==> src/rtl/crc16_engine.sv <==
module crc16_engine #(
  parameter logic [15:0] POLY_REFL = 16'h8408,
  parameter logic [15:0] INIT_A    = 16'h0000,
  parameter logic [15:0] INIT_B    = 16'h6363,
  parameter logic [15:0] INIT_C    = 16'hA671,
  parameter logic [15:0] INIT_D    = 16'hFFFF,
  parameter int          DW        = 8
) (
  input  logic          clk,
  input  logic          rst_n,
  input  logic          start,
  input  logic [1:0]    preset_sel,
  input  logic          byte_valid,
  input  logic [DW-1:0] byte_in,
  input  logic          src_empty,
  input  logic          irq_en,
  output logic [7:0]    crc_hi,
  output logic [7:0]    crc_lo,
  output logic          done,
  output logic          irq
);
  localparam int CW = 16;

  logic [CW-1:0] crc_q;
  logic          busy_q;
  logic [CW-1:0] preset;
  logic [CW-1:0] crc_next;

  function automatic logic [CW-1:0] fold(input logic [CW-1:0] c, input logic [DW-1:0] d);
    logic [CW-1:0] r;
    r = c ^ {{(CW-DW){1'b0}}, d};
    for (int i = 0; i < DW; i++)
      r = r[0] ? ((r >> 1) ^ POLY_REFL) : (r >> 1);
    return r;
  endfunction

  always_comb begin
    case (preset_sel)
      2'b00:   preset = INIT_A;
      2'b01:   preset = INIT_B;
      2'b10:   preset = INIT_C;
      default: preset = INIT_D;
    endcase
  end

  assign crc_next = fold(crc_q, byte_in);

  always_ff @(posedge clk or negedge rst_n) begin
    if (!rst_n) begin
      crc_q  <= '0;
      busy_q <= 1'b0;
      done   <= 1'b0;
    end else if (start) begin
      crc_q  <= preset;
      busy_q <= 1'b1;
      done   <= 1'b0;
    end else if (busy_q) begin
      if (byte_valid) crc_q <= crc_next;
      if (src_empty) begin
        busy_q <= 1'b0;
        done   <= 1'b1;
      end
    end
  end

  assign crc_hi = crc_q[15:8];
  assign crc_lo = crc_q[7:0];
  assign irq    = done & irq_en;

  AST_START_CLEARS_DONE: assert property (@(posedge clk) disable iff (!rst_n)
    start |=> !done);
  AST_DONE_STICKY: assert property (@(posedge clk) disable iff (!rst_n)
    done && !start |=> done);
  AST_PRESET_ONES: assert property (@(posedge clk) disable iff (!rst_n)
    start && preset_sel == 2'b11 |=> {crc_hi, crc_lo} == 16'hFFFF);
  AST_PRESET_ZERO: assert property (@(posedge clk) disable iff (!rst_n)
    start && preset_sel == 2'b00 |=> {crc_hi, crc_lo} == 16'h0000);
  AST_CLOSE_ON_EMPTY: assert property (@(posedge clk) disable iff (!rst_n)
    busy_q && src_empty && !start |=> done);
  AST_IDLE_HOLD: assert property (@(posedge clk) disable iff (!rst_n)
    !busy_q && !start |=> $stable({crc_hi, crc_lo}));
  AST_DONE_IDLE: assert property (@(posedge clk) disable iff (!rst_n)
    done |-> !busy_q);
endmodule

==> config.mk <==
export PLATFORM = sky130hd
export DESIGN_NAME = crc16_engine
export DESIGN_NICKNAME = d
export VERILOG_FILES = /design/src/rtl/crc16_engine.sv
export SDC_FILE = /design/constraint.sdc
export NUM_CORES = 1
export LEC_CHECK = 0
export ABC_AREA = 1
export CORE_MARGIN = 2
export CORE_UTILIZATION = 43
export CTS_CLUSTER_DIAMETER = 100
export DETAILED_ROUTE_END_ITERATION = 10
export PLACE_DENSITY = 0.83
export SYNTH_ARGS = -nofsm -noshare
export SYNTH_HDL_FRONTEND = slang
export SYNTH_SLANG_ARGS = --single-unit
==> constraint.sdc <==
create_clock -name clk -period 1.18 [get_ports clk]
set_clock_uncertainty 0.1 [all_clocks]
set_input_delay 0.177 -clock clk [delete_from_list [all_inputs] [get_ports clk]]
set_output_delay 0.177 -clock clk [all_outputs]
set_load 0.05 [all_outputs]
---- Word-level counts from Yosys, hierarchy flattened ----
Index checks and enable logic that the tools add are counted.
word-level totals
  register bits after elaboration ......... 18
  word-level logic and storage cells ...... 39
operators by class
  bitwise logic cells ..................... 10
  eq/ne operators ......................... 2
  mux-type cells .......................... 18
  reductions and logical operators ........ 6
operator list
  cell                                                  number
  2-to-1 mux 16 bit                                     11
  one-hot mux 16 bit (3 select lines)                   1
  inverter 2 -> 3 bit                                   8
  bitwise XOR 16 x 8 -> 16 bit                          1
  2-to-1 mux 1 bit                                      6
  nonzero test 2 bit                                    3
  AND reduction 2 bit                                   2
  equality test 2 x 1 -> 1 bit (second input constant)  1
  equality test 2 bit (second input constant)           1
  zero test 2 bit                                       1
  AND 1 bit                                             1

---- Depth between registers and ports, before layout ----
Gate-level depths: netlist of run 1.
  word-level depth ........................ 20
  mapped depth ............................ 8

---- Worst setup path after synthesis of run 1 ----
OpenSTA, ideal clock, no wires.
  path kind ............................... reg2reg
  from .................................... register crc_q[1]
  to ...................................... register crc_q[1]
  setup time .............................. 0.121 ns
  arrival ................................. 1.229 ns
  cell stages (with the launch flop) ...... 8
  slack ................................... -0.269 ns
  required time ........................... 0.959 ns
  buffers on the path ..................... 0
  cell sequence ........................... dfrtp_1 > inv_1 > nand2_1 > nand2_1 > nand2_1 > nand3_1 > nand3_1 > a21oi_1
on the way
  longest elaborated chain between the ends .. 12
ends and longest elaborated chain
  what                            line  RTL
  from (decl)                     24    logic [CW-1:0] crc_q;
  from (signal assigned)          54    crc_q <= preset;
  from (signal assigned)          58    if (byte_valid) crc_q <= crc_next;
  bitwise XOR 16 x 8 -> 16 bit    31    r = c ^ {{(CW-DW){1'b0}}, d};
  2-to-1 mux 16 bit (8 in a row)  33    r = r[0] ? ((r >> 1) ^ POLY_REFL) : (r >> 1);
  2-to-1 mux 16 bit               58
  2-to-1 mux 16 bit               57    end else if (busy_q) begin
  2-to-1 mux 16 bit               53    end else if (start) begin
Every way passes these cells. The select of a mux whose other input is x is not followed.
A chain may end at the register's enable or synchronous reset.

---- Worst setup path after layout of run 1 ----
  from .................................... register crc_q[0]
  to ...................................... register crc_q[0]
Same word-level chain as after synthesis.

==> results of run 1 <==
[final cells by class]
type                            count  area [um^2]
Sequential cell                    18          465
Fill cell                         109          278
Multi-Input combinational cell    147          980
Inverter                           29          110
Tap cell                           31         38.8
Clock buffer                        4         36.3
Timing Repair Buffer               72          873
[cells by family after synthesis]
kind of cell,count (synthesis)
simple gates,124
buf+inv,31
compound gates,21
flops,18
xor+xnor,1
[cell usage in the layout (no fill, tap or decap), drive strengths merged, types with 5 or more instances in the layout]
cell type       n
buf            57
dfrtp          18
inv            28
nand2          91
clkdlybuf4s50  10
nand3          20
a21oi          12
nor2           10
dlymetal6s2s    5
[critical path: cells and delay by family (launching register included)]
kind / cells / cell delay [ps]
AOI/OAI and AO/OA: 1 / 210
buffers and inverters: 1 / 100
and+or+nand+nor: 5 / 440
DFF: 1 / 490
[registers in the layout, indices dropped and copies added, names as in the netlist]
name	cells
crc_q	16
busy_q	1
done	1
[power by group]
group,switching [mW],internal [mW]
registers,0.169,0.735
clock network,0.224,0.189
logic,1.33,1.08
[per-stage QoR]
step                      TNS [ps]  hold WS, ps
after floorplan               -635         -219
after global placement       -4370          427
after detailed placement     -5160          428
after CTS                    -1630          105
after global routing         -4540         59.7
final                        -3770         61.7
[worst min-delay path by stage]
stage,from,to,slack (ps),cells after the start
3_5_place_dp,rst_n,done,430,2
4_1_cts,rst_n,crc_q[9],110,2
6_report,start,done,60,2
2_1_floorplan,rst_n,busy_q,-220,0
3_3_place_gp,rst_n,crc_q[8],430,2
5_1_grt,start,done,60,2
[repair_timing]
item	CTS	global route
gates cloned	0	1
resized for setup	33	60
endpoints found under the setup margin	29	33
pin swaps	13	41
buffers inserted	14	3
[metal layers]
layer  vias to the layer above  routed length [um]
met5                         -                   0
met4                         0                 385
met3                        52                 638
met2                       161                2900
met1                       852                2090
li1                        765                   -
==> impl_metrics.env, run 1 <==
export IMPL_status="complete, but fails checks"
export IMPL_failed_checks="negative setup slack"
export IMPL_antenna_left=0
export IMPL_synth_compound_area_share=0.0962
export IMPL_tightest_slew_ps=250
export IMPL_cp_startpoint="crc_q[0]"
export IMPL_dpl_worst_slack_ps=-360
export IMPL_setup_violations=32
export IMPL_final_area_um2=2500
export IMPL_numPortBuffers=33
export IMPL_cts_htree_levels=1
export IMPL_yosys_warnings=0
export IMPL_cp_end_kind="flip-flop"
export IMPL_clockRootBuffer="clkbuf_4"
export IMPL_rr_worst_depth=7
export IMPL_path_common_cell="nand2_4"
export IMPL_synth_top_cell_by_area="dfrtp_1"
export IMPL_ys_seq_elements=18
export IMPL_path_clk_slew_ps=110
export IMPL_clkLatencyLatePin_ps=310
export IMPL_synth_area_leaders="dfrtp_1, nand2_1, nand3_1, inv_1, nand2_2"
export IMPL_fin_nets=287
export IMPL_syn_inst=195
export IMPL_viasPerCell=6.08
export IMPL_gp_congestion=0.856
export IMPL_cts_buffer_depth=2
export IMPL_start_util=0.453
export IMPL_slowest_stage="dfrtp_2"
export IMPL_wl_per_cell_um=20.0
export IMPL_grt_util_met2=0.471
export IMPL_top_usage_layer="met2"
export IMPL_synthArstFlopShare=1.00
export IMPL_muxShareOfSynthArea=0
export IMPL_dieHeight_um=58.2
export IMPL_path_cells="inv_2, nand2_2, nand2_4, nand2_4, nand3_2, nand3_1, a21oi_1"
export IMPL_die_area_um2=3380
export IMPL_cts_made_buffers=3
export IMPL_synth_area_um2=1260
export IMPL_drt_wl_total_mm=6.01
export IMPL_grt_max_degree=19
export IMPL_grt_use_total=0.269
export IMPL_met1_usage=0.322
export IMPL_core_um2=2780
export IMPL_via_count=1830
export IMPL_ios=34
export IMPL_synth_seq_area_share=0.357
export IMPL_netlist_area_leader_share=0.357
export IMPL_hold_viol=0
export IMPL_startpoint_type="flip-flop"
export IMPL_hold_path_class="in -> reg"
export IMPL_gr_usage_met3=0.0625
export IMPL_regToRegSetupSlack_ps=-260
export IMPL_rr_startpoint="crc_q[0]"
export IMPL_reg2reg_to="crc_q[0]"
export IMPL_final_core_util=0.900
export IMPL_rsz0062_at_grt="true"
export IMPL_yosysMostFrequentCell="nand2_1"
export IMPL_layout_setup_ws_ps=-258
export IMPL_worst_path_largest_cell_delay_ps=490
export IMPL_cts_tree="done"
export IMPL_grt_pass1_wl_mm=7.07
export IMPL_p_leak_nw=1.30
export IMPL_total_power_mw=3.72
export IMPL_critPathKind="reg -> reg"
export IMPL_yosys_area_share_adder=0
export IMPL_ys_types=21
export IMPL_syn_to_final_growth_pct=98.5
export IMPL_final_period_utilization=1.22
export IMPL_postPlaceCellArea_um2=2000
export IMPL_synth_enable_flop_cells=0
export IMPL_worstPathArrival_ps=1560
export IMPL_fp_dieW_um=58.2
export IMPL_grt_pass1_vias=1627
export IMPL_synthSimpleGateAreaFrac=0.435
export IMPL_synth_top_family_by_area="simple AND/OR/NAND/NOR gates"
export IMPL_max_cap_violations=0
export IMPL_max_vdd_ir_drop_mv=1.22
export IMPL_gr_total_overflow=0
export IMPL_placementRows=19
export IMPL_relSlewSlack=0.833
export IMPL_cp_endpoint="crc_q[0]"
export IMPL_drtIter0Drc=171
export IMPL_cts_hold_buf=0
export IMPL_finalMaxSlewViolations=0
export IMPL_avgSynthCellArea_um2=6.47
export IMPL_detailed_place_hpwl_mm=2.64
export IMPL_ys_top_cells_by_count="nand2_1, inv_1, nand3_1"
export IMPL_max_freq_mhz=696
export IMPL_instances_no_fill=301
export IMPL_crit_fanout=5
export IMPL_placed_cells=279
export IMPL_drive_gt1_frac=0.607
export IMPL_synth_xor_area_share=0.00694
export IMPL_p_per_area_nw_per_um2=1490
export IMPL_required_ps=1310
export IMPL_synth_ff_type="dfrtp_1"
export IMPL_drcViolationCount=0
export IMPL_dr_pass1_iters=5
export IMPL_min_period_ps=1440
export IMPL_synthesis_nets=211
export IMPL_n_antenna_cell=0
export IMPL_clock_sinks=18
export IMPL_antenna_found_initial=0
Power figures use the tool's default switching activity.
==> run 2: changes to the inputs <==
--- a/config.mk
+++ b/config.mk
@@ -6,6 +6,7 @@
 export NUM_CORES = 1
 export LEC_CHECK = 0
 export ABC_AREA = 1
+export CORE_ASPECT_RATIO = 1.4
 export CORE_MARGIN = 2
 export CORE_UTILIZATION = 43
 export CTS_CLUSTER_DIAMETER = 100
==> constraint.sdc (replaced) <==
create_clock -name clk -period 1.2 [get_ports clk]
set_clock_uncertainty 0.1 [all_clocks]
set_input_delay 0.18 -clock clk [delete_from_list [all_inputs] [get_ports clk]]
set_output_delay 0.18 -clock clk [all_outputs]
set_load 0.05 [all_outputs]
==> impl_metrics.env, run 2 (synthesis results as in run 1) <==
export IMPL_grt_max_degree=19
export IMPL_gr_total_overflow=0
export IMPL_max_vdd_ir_drop_mv=1.42
export IMPL_rsz0062_at_grt="true"
export IMPL_wl_per_cell_um=19.3
export IMPL_detailed_place_hpwl_mm=2.61
export IMPL_antenna_found_initial=0
export IMPL_p_leak_nw=1.25
export IMPL_rr_worst_depth=8
export IMPL_worstPathArrival_ps=1460
export IMPL_p_per_area_nw_per_um2=1510
export IMPL_gp_congestion=0.868
export IMPL_regToRegSetupSlack_ps=-160
export IMPL_required_ps=1290
export IMPL_worst_path_largest_cell_delay_ps=430
export IMPL_cts_made_buffers=3
export IMPL_finalMaxSlewViolations=0
export IMPL_largest_register_ff_count=16
export IMPL_die_area_um2=3390
export IMPL_startpoint_type="flip-flop"
export IMPL_worst_path_buf_inv=1
export IMPL_total_power_mw=3.69
export IMPL_critPathKind="reg -> reg"
export IMPL_largest_register="crc_q"
export IMPL_fin_nets=277
export IMPL_drive_gt1_frac=0.588
export IMPL_numPortBuffers=33
export IMPL_reg_largest_list="crc_q: 16 flops, busy_q: 1 flops, done: 1 flops"
export IMPL_cts_htree_levels=1
export IMPL_final_period_utilization=1.14
export IMPL_n_antenna_cell=0
export IMPL_slowest_stage="dfrtp_2"
export IMPL_drt_wl_total_mm=5.74
export IMPL_final_core_util=0.866
export IMPL_cp_top_family="simple AND/OR/NAND/NOR gates"
export IMPL_clockRootBuffer="clkbuf_8"
export IMPL_postPlaceCellArea_um2=2010
export IMPL_tightest_slew_ps=284
export IMPL_max_freq_mhz=733
export IMPL_grt_use_total=0.245
export IMPL_cp_startpoint="crc_q[6]"
export IMPL_placed_cells=284
export IMPL_layout_common_cells="nand2_2, nand2_1, buf_12, buf_4, inv_1"
export IMPL_layout_commonest_cell="nand2_2"
export IMPL_start_util=0.447
export IMPL_placementRows=23
export IMPL_reg2reg_to="crc_q[9]"
export IMPL_max_cap_violations=0
export IMPL_grt_pass1_wl_mm=6.30
export IMPL_path_clk_slew_ps=80
export IMPL_core_um2=2820
export IMPL_drtIter0Drc=103
export IMPL_hold_viol=0
export IMPL_rr_startpoint="crc_q[6]"
export IMPL_viasPerCell=5.81
export IMPL_antenna_left=0
export IMPL_hold_path_class="in -> async"
export IMPL_instances_no_fill=297
export IMPL_setup_violations=26
export IMPL_ios=34
export IMPL_clock_sinks=18
export IMPL_failed_checks="negative setup slack"
export IMPL_clkLatencyLatePin_ps=270
export IMPL_final_area_um2=2440
export IMPL_min_period_ps=1360
export IMPL_relSlewSlack=0.810
export IMPL_via_count=1727
export IMPL_cts_buffer_depth=2
export IMPL_path_cells="inv_2, nand2_1, nand2_1, nand2_4, nand2_4, nand2_2, nand3_2, a21oi_2"
export IMPL_crit_fanout=4
export IMPL_syn_to_final_growth_pct=93.6
export IMPL_layout_setup_ws_ps=-163
export IMPL_cp_end_kind="flip-flop"
export IMPL_status="complete, but fails checks"
export IMPL_cts_hold_buf=0
export IMPL_dr_pass1_iters=4
export IMPL_dieHeight_um=68.1
export IMPL_cts_tree="done"
export IMPL_dpl_worst_slack_ps=-320
export IMPL_fp_dieW_um=49.8
export IMPL_drcViolationCount=0
export IMPL_grt_pass1_vias=1455
[run 2: cell types whose count changed in the layout (fill, tap and decap cells not counted), moves of 3 or more]
cell	change
dlygate4sd2_1	+4
nand2_4	-3
nand2_1	+3
clkbuf_4	-3
clkbuf_8	+3
buf_4	-9
[run 2: per-layer routing]
layer,global-route usage,wire (um)
met1,0.273,1990
met5,0,0
met3,0.0371,396
met2,0.445,2970
met4,0.135,385
[run 2: area by class of cell]
type,count,area [um^2]
Fill cell,127,379
Timing Repair Buffer,63,805
Tap cell,37,46.3
Clock buffer,4,55.1
Inverter,29,110
Sequential cell,18,465
Multi-Input combinational cell,146,960
[run 2: power breakdown]
group | internal, mW | leakage [nW] | switching, mW
sequential | 0.724 | 0.196 | 0.201
clock | 0.294 | 0.0288 | 0.253
combinational | 0.994 | 1.03 | 1.23
total | 2.01 | 1.25 | 1.68
[run 2: worst max-delay path by stage]
stage,to,slack (ps),depth (start not counted)
after floorplan,crc_q[6],-60,6
after global routing,crc_q[8],-220,7
final,crc_q[9],-160,8
after CTS,crc_lo[5],-60,2
after detailed placement,crc_q[10],-320,9
after global placement,crc_q[0],-270,6
[run 2: repair_timing]
item	4_1_cts	5_1_grt
pin swaps	14	33
hold endpoints to repair	0	0
resized for setup	22	68
buffers inserted	3	6
endpoints found under the setup margin	22	24
[run 2: through the flow]
step	hold WS (ps)	TNS, ps
floorplan	-216	-415
global placement	429	-3930
detailed placement	434	-4460
CTS	159	-471
global route	149	-3180
finish	143	-2320
